`src/rtl/pwm_gate_pkg.sv`:
```
package pwm_gate_pkg;
  // width of the dead-time counter: covers the largest decoded value (1008)
  localparam int DTC_W = 10;
  typedef logic [DTC_W-1:0] dt_cnt_t;

  // the four step-size ranges of the dead-time code
  typedef enum logic [1:0] {
    DT_FINE = 2'd0,
    DT_X2   = 2'd1,
    DT_X8   = 2'd2,
    DT_X16  = 2'd3
  } dt_range_e;
endpackage

```
`src/rtl/pwm_timebase.sv`:
```
module pwm_timebase #(
  parameter int CNT_W = 16
) (
  input  logic             clk,
  input  logic             rst,
  input  logic             en,
  input  logic [CNT_W-1:0] period_i,
  output logic [CNT_W-1:0] cnt_o,
  output logic [CNT_W-1:0] period_o,
  output logic             load_o
);
  // shadow capture happens at the wrap edge or while idle
  assign load_o = !en || (cnt_o >= period_o);

  always_ff @(posedge clk) begin
    if (rst) begin
      period_o <= '0;
    end else if (load_o) begin
      period_o <= period_i;
    end
  end

  always_ff @(posedge clk) begin
    if (rst || !en) begin
      cnt_o <= '0;
    end else if (cnt_o >= period_o) begin
      cnt_o <= '0;
    end else begin
      cnt_o <= cnt_o + 1'b1;
    end
  end

  // count never exceeds the captured limit
  a_r1_in_range: assert property (@(posedge clk) disable iff (rst)
    cnt_o <= period_o);
  // reaching the limit returns the count to zero
  a_r1_wrap: assert property (@(posedge clk) disable iff (rst)
    (en && cnt_o == period_o) |=> cnt_o == '0);
  // the captured period only moves at a wrap or while idle
  a_r8_period_hold: assert property (@(posedge clk) disable iff (rst)
    (en && cnt_o < period_o) |=> $stable(period_o));
  // idle holds the count at zero
  a_r9_cnt_idle: assert property (@(posedge clk) disable iff (rst)
    !en |=> cnt_o == '0);
endmodule

```
`src/rtl/pwm_dt_decode.sv`:
```
module pwm_dt_decode
  import pwm_gate_pkg::*;
(
  input  logic [7:0] code_i,
  output dt_cnt_t    dt_o
);
  dt_range_e rng;

  always_comb begin
    casez (code_i[7:5])
      3'b0??:  rng = DT_FINE;
      3'b10?:  rng = DT_X2;
      3'b110:  rng = DT_X8;
      default: rng = DT_X16;
    endcase
  end

  always_comb begin
    unique case (rng)
      DT_FINE: dt_o = dt_cnt_t'(int'(code_i));
      DT_X2:   dt_o = dt_cnt_t'((64 + int'(code_i[5:0])) * 2);
      DT_X8:   dt_o = dt_cnt_t'((32 + int'(code_i[4:0])) * 8);
      default: dt_o = dt_cnt_t'((32 + int'(code_i[4:0])) * 16);
    endcase
  end
endmodule

```
`src/rtl/pwm_channel.sv`:
```
module pwm_channel
  import pwm_gate_pkg::*;
#(
  parameter int CNT_W = 16
) (
  input  logic             clk,
  input  logic             rst,
  input  logic             en,
  input  logic             load_i,
  input  logic [CNT_W-1:0] cnt_i,
  input  logic [CNT_W-1:0] period_i,
  input  logic [CNT_W-1:0] cmp_i,
  input  logic [CNT_W-1:0] phase_i,
  input  dt_cnt_t          dt_i,
  output logic             hi_o,
  output logic             lo_o
);
  localparam int SUM_W = CNT_W + 1;

  logic [CNT_W-1:0] cmp_q, ph_q;
  logic [SUM_W-1:0] sum, span, pcnt;
  logic             ref_now;
  logic             lvl;      // registered reference level
  dt_cnt_t          run;      // cycles the level has held, saturating

  always_ff @(posedge clk) begin
    if (rst) begin
      cmp_q <= '0;
      ph_q  <= '0;
    end else if (load_i) begin
      cmp_q <= cmp_i;
      ph_q  <= phase_i;
    end
  end

  // phase-shifted count folded back into one period
  always_comb begin
    sum     = {1'b0, cnt_i} + {1'b0, ph_q};
    span    = {1'b0, period_i} + SUM_W'(1);
    pcnt    = (sum >= span) ? (sum - span) : sum;
    ref_now = pcnt < {1'b0, cmp_q};
  end

  always_ff @(posedge clk) begin
    if (rst || !en) begin
      lvl  <= 1'b0;
      run  <= '0;
      hi_o <= 1'b0;
      lo_o <= 1'b0;
    end else begin
      hi_o <= lvl && (run >= dt_i);
      lo_o <= !lvl && (run >= dt_i);
      if (ref_now != lvl) begin
        lvl <= ref_now;
        run <= '0;
      end else if (run != '1) begin
        run <= run + 1'b1;
      end
    end
  end

  // the two gates of a pair are never on together
  a_r5_no_overlap: assert property (@(posedge clk) disable iff (rst)
    !(hi_o && lo_o));
  // a low level turns the main gate off at the next edge
  a_r5_hi_off: assert property (@(posedge clk) disable iff (rst)
    !lvl |=> !hi_o);
  // a high level turns the complementary gate off at the next edge
  a_r5_lo_off: assert property (@(posedge clk) disable iff (rst)
    lvl |=> !lo_o);
  // compare stays put in mid-period
  a_r8_cmp_hold: assert property (@(posedge clk) disable iff (rst)
    !load_i |=> $stable(cmp_q));
endmodule

```
`src/rtl/tri_pwm_dt.sv`:
```
module tri_pwm_dt
  import pwm_gate_pkg::*;
#(
  parameter int CNT_W = 16,
  parameter int NCH   = 3
) (
  input  logic                 clk,
  input  logic                 rst,
  input  logic                 en,
  input  logic [CNT_W-1:0]     period_i,
  input  logic [NCH*CNT_W-1:0] cmp_i,
  input  logic [NCH*CNT_W-1:0] phase_i,
  input  logic [7:0]           dt_code_i,
  output logic [NCH-1:0]       gate_hi,
  output logic [NCH-1:0]       gate_lo
);
  logic [CNT_W-1:0] cnt, period_q;
  logic             load;
  dt_cnt_t          dt_now, dt_q;

  pwm_timebase #(.CNT_W(CNT_W)) u_base (
    .clk      (clk),
    .rst      (rst),
    .en       (en),
    .period_i (period_i),
    .cnt_o    (cnt),
    .period_o (period_q),
    .load_o   (load)
  );

  pwm_dt_decode u_dec (
    .code_i (dt_code_i),
    .dt_o   (dt_now)
  );

  always_ff @(posedge clk) begin
    if (rst) begin
      dt_q <= '0;
    end else if (load) begin
      dt_q <= dt_now;
    end
  end

  for (genvar ch = 0; ch < NCH; ch++) begin : g_ch
    pwm_channel #(.CNT_W(CNT_W)) u_ch (
      .clk      (clk),
      .rst      (rst),
      .en       (en),
      .load_i   (load),
      .cnt_i    (cnt),
      .period_i (period_q),
      .cmp_i    (cmp_i[ch*CNT_W +: CNT_W]),
      .phase_i  (phase_i[ch*CNT_W +: CNT_W]),
      .dt_i     (dt_q),
      .hi_o     (gate_hi[ch]),
      .lo_o     (gate_lo[ch])
    );
  end

  // decoded dead time never exceeds the top of the widest range
  a_r7_span: assert property (@(posedge clk) disable iff (rst)
    dt_q <= dt_cnt_t'(1008));
  // idle forces every gate low at the next edge
  a_r9_idle_low: assert property (@(posedge clk) disable iff (rst)
    !en |=> (gate_hi == '0 && gate_lo == '0));
  // captured dead time holds between wraps
  a_r8_dt_hold: assert property (@(posedge clk) disable iff (rst)
    !load |=> $stable(dt_q));
endmodule

```
`config.mk`:
```
export PLATFORM = sky130hd
export DESIGN_NAME = tri_pwm_dt
export DESIGN_NICKNAME = d
export VERILOG_FILES = /design/src/rtl/pwm_gate_pkg.sv /design/src/rtl/pwm_timebase.sv /design/src/rtl/pwm_dt_decode.sv /design/src/rtl/pwm_channel.sv /design/src/rtl/tri_pwm_dt.sv
export SDC_FILE = /design/constraint.sdc
export NUM_CORES = 1
export LEC_CHECK = 0
export ABC_AREA = 1
export BUFFER_PORTS_ARGS = -buffer_cell sky130_fd_sc_hd__buf_2
export CORE_MARGIN = 2
export CORE_UTILIZATION = 55
export DETAILED_ROUTE_END_ITERATION = 12
export PLACE_DENSITY_LB_ADDON = 0.3
export SLEW_MARGIN = 20
export SYNTH_ARGS = -nofsm -noshare
export SYNTH_HDL_FRONTEND = slang
export SYNTH_SLANG_ARGS = --single-unit
```
`constraint.sdc`:
```
create_clock -name clk -period 6.3 [get_ports clk]
set_clock_uncertainty 0.2 [all_clocks]
set_input_delay 0.63 -clock clk [delete_from_list [all_inputs] [get_ports clk]]
set_output_delay 0.63 -clock clk [all_outputs]
set_load 0.01 [all_outputs]
```
==> flow_summary.json <==
{
  "path_clk_slew_ns": 0.08,
  "place_inst": 2522,
  "tns_ns": 0,
  "synth-edff-count": 0,
  "cp.required_ns": 6.48,
  "antenna_found_initial": 0,
  "synth_top_area_share_pct": 24.5,
  "gp_congestion": 0.969,
  "cts_buffer_depth": 2,
  "die_w_um": 166,
  "grt_max_degree": 101,
  "die_area_sq_um": 27600,
  "cts_buffers": 17,
  "yosys_most_used_dff": "dfxtp_1",
  "cts_setup_buffers": 0,
  "numPortBuffers": 128,
  "grt_pass1_wl_um": 63500,
  "relSlewSlack_pct": 44.4,
  "syn_to_final_growth_pct": 11.0,
  "root_buffer": "clkbuf_16",
  "finalCriticalPeriod_ns": 5.84,
  "seq_area_sq_um": 3550,
  "viasPerCell": 5.38,
  "grt_util_all_layers_pct": 28.7,
  "place_hpwl_um": 31300,
  "grt_pass1_vias": 12800,
  "die_h_um": 166,
  "remaining_drc_errors": 0,
  "synthArstFlopShare_pct": 0,
  "finalSetupViolCount": 0,
  "hold_path.startpoint": "cmp_i[40]",
  "yosysSeqAreaShare_pct": 24.5,
  "r2r_start": "u_base.cnt_o[1]",
  "synth_area_sq_um": 14500,
  "row_count": 59,
  "status": "finished, final reports clean",
  "endpoint_kind": "flop",
  "synth.top_cells.by_area": "dfxtp_1 25%, ha_1 17%, a21oi_1 9.0%",
  "critical-path-top-delay-family": "compound AO/OA/AOI/OAI gates",
  "drt_wl_total_um": 39900,
  "hold_viol": 0,
  "path_max_fanout": 24,
  "top_layer": "met4",
  "drtIter0Drc": 837,
  "synth-seq-cells": 177,
  "vias": 13700,
  "coreArea_sq_um": 25900,
  "cts_hold_buf": 0,
  "hp-class": "in2reg",
  "start_util_pct": 55.8,
  "slew_viol_final": 0,
  "antenna_cells": 0,
  "nets": 2530,
  "multi_input_area_sq_um": 9530,
  "syn_area_per_cell_sq_um": 6.90,
  "p_leak_uw": 0.00800,
  "syn_nets": 2418,
  "rsz0062_at_grt": "false",
  "yosys_warnings": 0,
  "start_kind": "flop",
  "final_antenna_net_count": 0,
  "wl_per_cell_um": 15.6,
  "crit_start": "u_base.cnt_o[1]",
  "synthDistinctLibCells": 54,
  "finalNonFillerCells": 2554,
  "path_class": "reg2reg",
  "wl_met1_um": 17600,
  "peakVddDrop_v": 0.000193,
  "max_freq_mhz": 171,
  "holdWs_ns": 0.192,
  "io_pins": 129,
  "power_density_nw_per_um2": 266,
  "overflow": 0,
  "dr_wl_met3_um": 2670,
  "clk_latency_ns": 0.46,
  "htreeDepth": 4,
  "drive_gt1_share_pct": 11.4,
  "dr.pass1.iters": 7,
  "max_stage_delay_ns": 0.53,
  "max-cap-violations": 0,
  "post-route-period-util_pct": 92.7,
  "worst_pin_slew_ns": 0.834,
  "cp.arrival_ns": 6.02,
  "path_buf_inv": 5,
  "fillCellCount": 2430,
  "synthCells": 2094,
  "yosys.area.top_type": "dfxtp_1",
  "cts_tree": "done",
  "crit_slowest_cell": "dfxtp_1",
  "post-route-util_pct": 61.9,
  "wl_met2_um": 17700,
  "clkSinkCount": 177
}
## worst min-delay path: stages
cell	delay (ns)
buf_2	0.07
a21oi_1	0.05
nor2_1	0.07
## final cells by class
cell class | instances | share of cell area [%]
Multi-Input combinational cell | 1560 | 59.4
Sequential cell | 177 | 22.1
Inverter | 305 | 7.17
Timing Repair Buffer | 145 | 4.79
Clock buffer | 17 | 2.65
Tap cell | 335 | 2.61
Clock inverter | 15 | 1.31
## final timing paths
| kind | to | slack, ns | depth (start not counted) |
|---|---|---|---|
| hold reg to reg | g_ch[0].u_ch.hi_o | 0.29 | 2 |
| hold / removal | g_ch[2].u_ch.cmp_q[8] | 0.19 | 3 |
| setup reg to reg | g_ch[0].u_ch.run[1] | 0.46 | 28 |
| setup / recovery | g_ch[0].u_ch.run[1] | 0.46 | 28 |
## sequential cells by signal, indices dropped and copies added, names as in the netlist
name,flops
dt_q,10
u_base.cnt_o,16
g_ch.u_ch.lvl,3
g_ch.u_ch.cmp_q,48
u_base.period_o,16
g_ch.u_ch.run,30
g_ch.u_ch.hi_o,3
g_ch.u_ch.lo_o,3
g_ch.u_ch.ph_q,48
## power by group
part           internal [uW]  switching (uW)  total [uW]
registers               1210            59.0        1270
clock network            548             575        1120
logic                    697            1170        1870
total                   2450            1810        4260
## Yosys cell counts (all sizes together), types with 5 or more instances
library cell  number
o21ai            137
buf               24
nor3              23
o21bai            10
o211ai             6
nand4             24
dfxtp            177
xor2              76
inv              304
nor4               6
a31oi             11
o22ai              5
xnor2             37
a21o               8
a21boi             6
and2               5
nor2             262
o21a               8
nor3b              6
clkbuf            28
o2111ai            5
a21oi            262
fa                 6
ha               195
nand3             83
nand2            354
## cell families (layout without fill, tap and decap cells)
group                      count (synthesis)  count (layout)  synth area share [%]
AOI/OAI and AO/OA                        471             471                  17.6
xor gates and xnor gates                 113             113                  6.84
buffers and inverters                    357             482                  9.59
and+or+nand+nor                          774             774                  23.7
DFF                                      177             177                  24.5
adders and majority gates                201             201                  17.7
muxes                                      1               1                0.0692
## layer usage
metal | vias up | track usage, %
met5 | - | 0
met2 | 406 | 46.7
li1 | 7130 | -
met1 | 6101 | 36.9
met4 | 0 | 14.3
met3 | 97 | 4.67
## layout by cell type, fill, tap and decap left out, types with 19 or more instances in the layout
cell type,instances
buf_2,128
nand2_1,339
nor2_2,25
xor2_1,76
nand4_1,24
dfxtp_1,175
nand3_1,76
inv_1,291
a21oi_1,261
o21ai_0,129
nor3_1,19
ha_1,195
xnor2_1,37
nor2_1,236
## metrics by stage
stage | area (sq um) | power, uW | worst slack, ns
CTS | 16000 | 4260 | 0.516
detailed placement | 15400 | 3130 | 0.535
floorplan | 14500 | 2690 | 1.35
finish | 16000 | 4260 | 0.462
global placement | 15400 | 3090 | 0.693
global route | 16000 | 4580 | 0.0122
## repair_timing
action,in CTS,in global routing
endpoints found under the setup margin,0,20
hold endpoints to repair,0,0
gates resized for setup,0,6
Note: power is estimated with default switching activity, not from simulation.
